===== config.mk =====
export PLATFORM = sky130hd
export DESIGN_NAME = edge_watchdog
export DESIGN_NICKNAME = d
export VERILOG_FILES = /design/src/rtl/wdt_pkg.sv /design/src/rtl/wdt_sync.sv /design/src/rtl/wdt_edge.sv /design/src/rtl/wdt_counter.sv /design/src/rtl/edge_watchdog.sv
export SDC_FILE = /design/constraint.sdc
export NUM_CORES = 1
export LEC_CHECK = 0
export BUFFER_PORTS_ARGS = -buffer_cell sky130_fd_sc_hd__buf_2
export CAP_MARGIN = 10
export CORE_AREA = 4 4 41 43
export CTS_CLUSTER_DIAMETER = 50
export DETAILED_ROUTE_END_ITERATION = 6
export DIE_AREA = 0 0 45 47
export PLACE_DENSITY = 0.52
export SKIP_LAST_GASP = 1
export SLEW_MARGIN = 0
export SYNTH_ARGS = -nofsm -noshare
export SYNTH_HDL_FRONTEND = slang
export SYNTH_SLANG_ARGS = --single-unit

===== constraint.sdc =====
create_clock -name clk -period 1.7 [get_ports clk]
set_input_delay 0.17 -clock clk [delete_from_list [all_inputs] [get_ports clk]]
set_output_delay 0.17 -clock clk [all_outputs]
set_load 0.02 [all_outputs]

===== src/rtl/wdt_pkg.sv =====
package wdt_pkg;

  typedef struct packed {
    logic kick;
    logic gen_rst;
    logic low_supply;
  } wdt_clear_t;

  function automatic logic clear_any(input wdt_clear_t c);
    return c.kick | c.gen_rst | c.low_supply;
  endfunction

endpackage


===== src/rtl/wdt_sync.sv =====
module wdt_sync #(
  parameter int STAGES = 2
) (
  input  logic clk,
  input  logic rst_n,
  input  logic d,
  output logic q
);
  logic [STAGES-1:0] chain_q;
  logic [STAGES-1:0] chain_d;

  always_comb begin
    chain_d = {chain_q[STAGES-2:0], d};
  end

  always_ff @(posedge clk or negedge rst_n) begin
    if (!rst_n) chain_q <= '0;
    else        chain_q <= chain_d;
  end

  assign q = chain_q[STAGES-1];

  initial begin
    stages_min_chk: assert (STAGES >= 2);
  end
endmodule


===== src/rtl/wdt_edge.sv =====
module wdt_edge (
  input  logic clk,
  input  logic rst_n,
  input  logic level,
  output logic kick
);
  logic prev_q;
  logic prev_d;

  always_comb prev_d = level;

  always_ff @(posedge clk or negedge rst_n) begin
    if (!rst_n) prev_q <= 1'b0;
    else        prev_q <= prev_d;
  end

  assign kick = level ^ prev_q;
endmodule


===== src/rtl/wdt_counter.sv =====
module wdt_counter #(
  parameter int TIMEOUT = 40,
  localparam int CW = $clog2(TIMEOUT + 1)
) (
  input  logic          clk,
  input  logic          rst_n,
  input  logic          clear,
  output logic [CW-1:0] count,
  output logic          expired,
  output logic          reach
);
  localparam logic [CW-1:0] LIMIT = CW'(TIMEOUT);

  logic [CW-1:0] cnt_q, cnt_d;
  logic          cnt_en;

  always_comb begin
    cnt_en = clear | (cnt_q != LIMIT);
    if (clear) cnt_d = '0;
    else       cnt_d = cnt_q + 1'b1;
  end

  always_ff @(posedge clk or negedge rst_n) begin
    if (!rst_n)      cnt_q <= '0;
    else if (cnt_en) cnt_q <= cnt_d;
  end

  assign count   = cnt_q;
  assign expired = (cnt_q == LIMIT);
  assign reach   = !clear && (cnt_q == LIMIT - 1'b1);


  no_overflow_chk: assert property (@(posedge clk) disable iff (!rst_n)
    cnt_q <= LIMIT);

  saturate_hold_chk: assert property (@(posedge clk) disable iff (!rst_n)
    (expired && !clear) |=> expired);

  clear_zero_chk: assert property (@(posedge clk) disable iff (!rst_n)
    clear |=> (cnt_q == '0));

  count_step_chk: assert property (@(posedge clk) disable iff (!rst_n)
    (!clear && !expired) |=> (cnt_q == $past(cnt_q) + 1'b1));
endmodule


===== src/rtl/edge_watchdog.sv =====
module edge_watchdog #(
  parameter int TIMEOUT     = 40,
  parameter int SYNC_STAGES = 2,
  parameter bit PULSE_EN    = 1'b1
) (
  input  logic clk,
  input  logic rst_n,
  input  logic wd_in,
  input  logic gen_reset,
  input  logic supply_good,
  output logic wd_out_n,
  output logic timeout_pulse
);
  import wdt_pkg::*;
  localparam int CW = $clog2(TIMEOUT + 1);

  logic          wd_sync;
  logic          kick;
  logic          clear;
  logic          expired;
  logic          reach;
  logic [CW-1:0] count;
  wdt_clear_t    clr_src;

  wdt_sync #(.STAGES(SYNC_STAGES)) u_sync (
    .clk(clk), .rst_n(rst_n), .d(wd_in), .q(wd_sync)
  );

  wdt_edge u_edge (
    .clk(clk), .rst_n(rst_n), .level(wd_sync), .kick(kick)
  );

  always_comb begin
    clr_src.kick       = kick;
    clr_src.gen_rst    = gen_reset;
    clr_src.low_supply = !supply_good;
    clear              = clear_any(clr_src);
  end

  wdt_counter #(.TIMEOUT(TIMEOUT)) u_cnt (
    .clk(clk), .rst_n(rst_n), .clear(clear),
    .count(count), .expired(expired), .reach(reach)
  );

  assign wd_out_n = supply_good & ~expired;

  generate
    if (PULSE_EN) begin : g_pulse
      logic pulse_q, pulse_d;
      always_comb pulse_d = reach;
      always_ff @(posedge clk or negedge rst_n) begin
        if (!rst_n) pulse_q <= 1'b0;
        else        pulse_q <= pulse_d;
      end
      assign timeout_pulse = pulse_q;
    end else begin : g_no_pulse
      assign timeout_pulse = 1'b0;
    end
  endgenerate


  supply_release_chk: assert property (@(posedge clk) disable iff (!rst_n)
    $rose(supply_good) |-> wd_out_n);

  supply_clear_chk: assert property (@(posedge clk) disable iff (!rst_n)
    !supply_good |=> (count == '0));

  kick_clear_chk: assert property (@(posedge clk) disable iff (!rst_n)
    kick |=> (count == '0));

  pulse_single_chk: assert property (@(posedge clk) disable iff (!rst_n)
    timeout_pulse |=> !timeout_pulse);

  pulse_low_chk: assert property (@(posedge clk) disable iff (!rst_n)
    timeout_pulse |-> !wd_out_n);

  genrst_high_chk: assert property (@(posedge clk) disable iff (!rst_n)
    (gen_reset && supply_good) |=> (wd_out_n || !supply_good));
endmodule


# Word level (Yosys, flattened, before mapping)

Index checks and enable logic that the tools add are counted.

Add/sub/neg operators: 1
Equality and inequality tests: 3
Muxes and demuxes: 1
Bitwise gates (word level): 6
Reduce and logical (&&, ||, !) cells: 3

Operators with widths:

| cell                | count |
|---|---|
| $eq 6x6->1 const B  | 2 |
| $add 6x1->6 const B | 1 |
| $mux 6              | 1 |
| $ne 6x6->1 const B  | 1 |
| $or 1x1->1          | 3 |
| $logic_not 1->1     | 2 |
| $and 1x1->1         | 1 |
| $logic_and 1x1->1   | 1 |
| $not 1->1           | 1 |
| $xor 1x1->1         | 1 |

Register bits after elaboration: 10
Input port bits: 5
Output and inout bits: 2

# Depth between registers and ports, before layout

Word-level depth: 5
Mapped depth: 5
Mapped depth without buffers: 5

# By module

Synthesis repeated with hierarchy kept, for this count alone.

Cells, all modules: 42
Area, all modules: 484.2 µm²

By module, submodules not included:

| module        | times used | cells each | area an instance (µm²) | sequential area each (µm²) |
|---|---|---|---|---|
| wdt_counter   | 1          | 35         | 360.3                  | 150.1 |
| wdt_sync      | 1          | 2          | 50.0                   | 50.0 |
| edge_watchdog | 1          | 3          | 40.0                   | 25.0 |
| wdt_edge      | 1          | 2          | 33.8                   | 25.0 |

# Least setup slack after synthesis

OpenSTA, ideal clock, no wires.

Kind: register to output
Start point: register u_cnt.cnt_q[0], in the netlist u_cnt.count[0]
End point: output port wd_out_n
Arrival time: 1.146 ns
Slack: 0.384 ns
Cell stages (with the launch flop): 6
Path through: dfrtp_1 > inv_1 > ha_1 > nand2_1 > nor3_1 > nor2b_1

Cells in the longest elaborated chain, start to end: 3

Ends and longest elaborated chain:

| item                   | RTL line            | source |
|---|---|---|
| from (decl)            | wdt_counter.sv:14   | `logic [CW-1:0] cnt_q, cnt_d;` |
| from (signal assigned) | wdt_counter.sv:25   | `else if (cnt_en) cnt_q <= cnt_d;` |
| $eq 6x6->1             | wdt_counter.sv:29   | `assign expired = (cnt_q == LIMIT);` |
| $not 1->1              | edge_watchdog.sv:45 | `assign wd_out_n = supply_good & ~expired;` |
| $and 1x1->1            | edge_watchdog.sv:45 |  |
| to (decl)              | edge_watchdog.sv:11 | `output logic wd_out_n,` |

No other way between the ends.

# Worst setup path in the final report

Ends and elaborated chain as after synthesis.

==> flow_summary.json <==
{
  "clk_pin_slew_ns": 0.06,
  "syn_nets": 49,
  "drc_violation_count_after_routing": 0,
  "overflow": 0,
  "buffer_ports.inserted": 6,
  "synth-main-ff-cell": "sky130_fd_sc_hd__dfrtp_1",
  "maxCapViolations": 0,
  "r2r_slack_ns": 0.43,
  "seq_area_frac_synth_pct": 53.2,
  "critical_path_class": "register to output pin",
  "dieHeight_um": 47,
  "cp_max_fo": 4,
  "drt-initial-drc-count": 5,
  "post_synthesis_share_of_cell_area_spent_on_and_or_nand_and_nor_gates_pct": 24.2,
  "nets": 63,
  "grt_usage_pct": 9.61,
  "outcome": "complete, no violations",
  "tightest_slew_ns": 0.333,
  "cts_tree": "built",
  "synth_warnings": 0,
  "final_hold_viol_count": 0,
  "floorplan.initialDensity_pct": 36.2,
  "area_delta_synth_final_pct": 25.8,
  "critical_path.startpoint_type": "register",
  "place_congestion": 0.747,
  "critPathArrivalTime_ns": 1.44,
  "p_switching_w": 0.0000945,
  "grt_antenna_before_repair": 0,
  "critical-path-slowest-cell": "sky130_fd_sc_hd__dfrtp_2",
  "cp-end-kind": "output pin",
  "clock_path_buffers": 2,
  "cell_count_after_synthesis": 42,
  "sum_neg_setup_slack_ns": 0,
  "critical_path.max_stage_delay_ns": 0.41,
  "post-route-period-util_pct": 94.4,
  "floorplan.rows": 13,
  "rsz_0062_raised_after_global_routing": "false",
  "pwr-share-seq_pct": 56.6,
  "netlist_top_cells_area": "sky130_fd_sc_hd__dfrtp_1, sky130_fd_sc_hd__ha_1, sky130_fd_sc_hd__nor3_1, sky130_fd_sc_hd__nand3_4, sky130_fd_sc_hd__xnor2_1",
  "postRouteWirelength_um": 908,
  "first_global_vias": 361,
  "grt_max_degree": 11,
  "grt_first_pass_wirelength_um": 1410,
  "syn_area_per_cell_sq_um": 11.2,
  "synth_cell_type_count": 21,
  "final_antenna_net_count": 0,
  "p_total_w": 0.000435,
  "synth_adder_area_share_pct": 5.32,
  "area_fraction_in_compound_gates_after_synthesis_pct": 5.85,
  "final-max-slew-violation-count": 0,
  "cp_data_required_time_ns": 1.53,
  "clock_latency_ns": 0.26,
  "switching_fraction_pct": 21.7,
  "core_region_area_sq_um": 1300,
  "asyncSetResetFlopFracSynth_pct": 100,
  "synthXorXnorAreaFrac_pct": 7.45,
  "routed_wire_length_per_instance_um": 13.2,
  "slew_headroom_pct": 77.8,
  "synth_commonest_cells": "sky130_fd_sc_hd__dfrtp_1, sky130_fd_sc_hd__nor3_1, sky130_fd_sc_hd__a21oi_1, sky130_fd_sc_hd__nand2_1",
  "fmax_mhz": 623,
  "power.ir.vdd_worst_v": 0.000364,
  "yosysMostFrequentCell": "sky130_fd_sc_hd__dfrtp_1",
  "route.detailed.vias_per_inst": 4.99,
  "vias": 344,
  "cts_max_level": 1,
  "clock_skew_ns": 0.00603,
  "cts_sinks": 10,
  "clock_tree.root_cell": "sky130_fd_sc_hd__clkbuf_4",
  "final-setup-viol-count": 0,
  "ys_ff_latch": 10,
  "dieArea_sq_um": 2120,
  "drive_gt1_share_pct": 35.2,
  "hold_path_class": "input pin to register",
  "cts-buffers-inserted": 3,
  "muxShareOfSynthArea_pct": 0,
  "number_of_iterations_in_the_first_detailed_routing_pass": 3,
  "power_per_cell_area_nw_per_um2": 735,
  "detailed_place_hpwl_um": 651,
  "die_width_um": 45,
  "cell_internal_pwr_w": 0.000341,
  "syn-cell-area_sq_um": 470,
  "synthDominantAreaCellType": "sky130_fd_sc_hd__dfrtp_1",
  "finalCriticalPeriod_ns": 1.61,
  "num_io_pins": 7,
  "critical_path.cell_chain": "inv_2, ha_4, nand2_2, nor3_4, nor2b_1, buf_2",
  "synth-edff-count": 0,
  "combinational_family_with_the_most_area_after_synthesis": "simple AND/OR/NAND/NOR gates",
  "diodes": 0,
  "clockPowerShare_pct": 35.4,
  "combinationalPowerShare_pct": 8.0,
  "total_leakage_power_nw": 0.246,
  "synth.top_cell.area_share_pct": 53.2
}
flip-flops by register name (all words and copies together), names as in the netlist:
signal	count
u_cnt.count	6
timeout_pulse	1
u_edge.prev_q	1
u_sync.chain_q	2
per-layer routing:
layer	up-vias	GRT usage [%]	share of wire, %
met5	-	0	0
met4	0	4.09	0.99
met1	165	10.2	41
met3	2	4.60	4.4
li1	171	-	-
met2	6	16.4	54
cells by family after synthesis:
| family | Yosys count |
|---|---|
| flops | 10 |
| simple gates | 18 |
| buf+inv | 3 |
| fa+ha+maj | 2 |
| compound gates | 5 |
| xor+xnor | 4 |
path summary, 6_finish.rpt:
path	from	endpoint	cells after the start
setup / recovery	u_cnt.count[0]	wd_out_n	6
max in group asynchronous	rst_n	u_cnt.count[1]	2
min in group asynchronous	rst_n	u_cnt.count[0]	2
hold / removal	wd_in	u_sync.chain_q[0]	1
setup reg to reg	u_cnt.count[2]	u_cnt.count[0]	3
hold reg to reg	u_sync.chain_q[0]	u_sync.chain_q[1]	0
power by group through the flow:
| stage | combinational [W] | sequential (W) | clock (W) |
|---|---|---|---|
| finish | 0.0000346 | 0.000246 | 0.000154 |
| global route | 0.0000386 | 0.000247 | 0.000176 |
| CTS | 0.0000289 | 0.000247 | 0.000161 |
| detailed placement | 0.0000265 | 0.000252 | 0 |
| global placement | 0.0000241 | 0.000251 | 0 |
| floorplan | 0.0000130 | 0.000251 | 0 |
area by class of cell:
cell class                 instances  area (sq um)
clock buffer                       3          22.5
fill                             131           709
inverter                           2          7.51
multi-input combinational         29           228
sequential                        10           253
tap                               15          18.8
timing repair buffer              10          62.6
through the flow:
step	worst slack, ns	instances	hold WS, ns	utilization [%]	cell area (sq um)
final	0.0950	69	0.0173	45.5	592
after global routing	0.00586	69	0.00759	45.5	592
after CTS	0.00912	66	0.0105	42.6	554
after detailed placement	0.125	62	0.0407	39.0	508
after global placement	0.184	62	0.0345	39.0	508
after floorplan	0.384	42	-0.126	-	470
cells in the final DEF, fill, tap and decap left out, types with 2 or more instances in the layout:
| master | Yosys | routed |
|---|---|---|
| sky130_fd_sc_hd__dfrtp_1 | 10 | 8 |
| sky130_fd_sc_hd__buf_2 | 0 | 6 |
| sky130_fd_sc_hd__nor3_1 | 4 | 3 |
| sky130_fd_sc_hd__a21oi_1 | 3 | 3 |
| sky130_fd_sc_hd__clkbuf_4 | 0 | 3 |
| sky130_fd_sc_hd__buf_4 | 0 | 3 |
| sky130_fd_sc_hd__xnor2_1 | 2 | 2 |
| sky130_fd_sc_hd__nand2_1 | 3 | 2 |
| sky130_fd_sc_hd__nand3_1 | 2 | 2 |
| sky130_fd_sc_hd__xor2_1 | 2 | 2 |
| sky130_fd_sc_hd__dfrtp_2 | 0 | 2 |
repair_timing:
item,CTS,global route
hold buffers,1,0
buffers inserted,0,3
gates cloned,0,0
pin swaps,0,1
hold endpoints to repair,10,0
resized for setup,4,4
setup endpoints to repair,1,1
worst max-delay path: cells and delay by family (launching register included):
kind,cells,cell delay (ns)
fa+ha+maj,1,0.16
buf+inv,2,0.26
flops,1,0.41
simple gates,3,0.34
No activity file was read; power rests on OpenSTA's default activity.
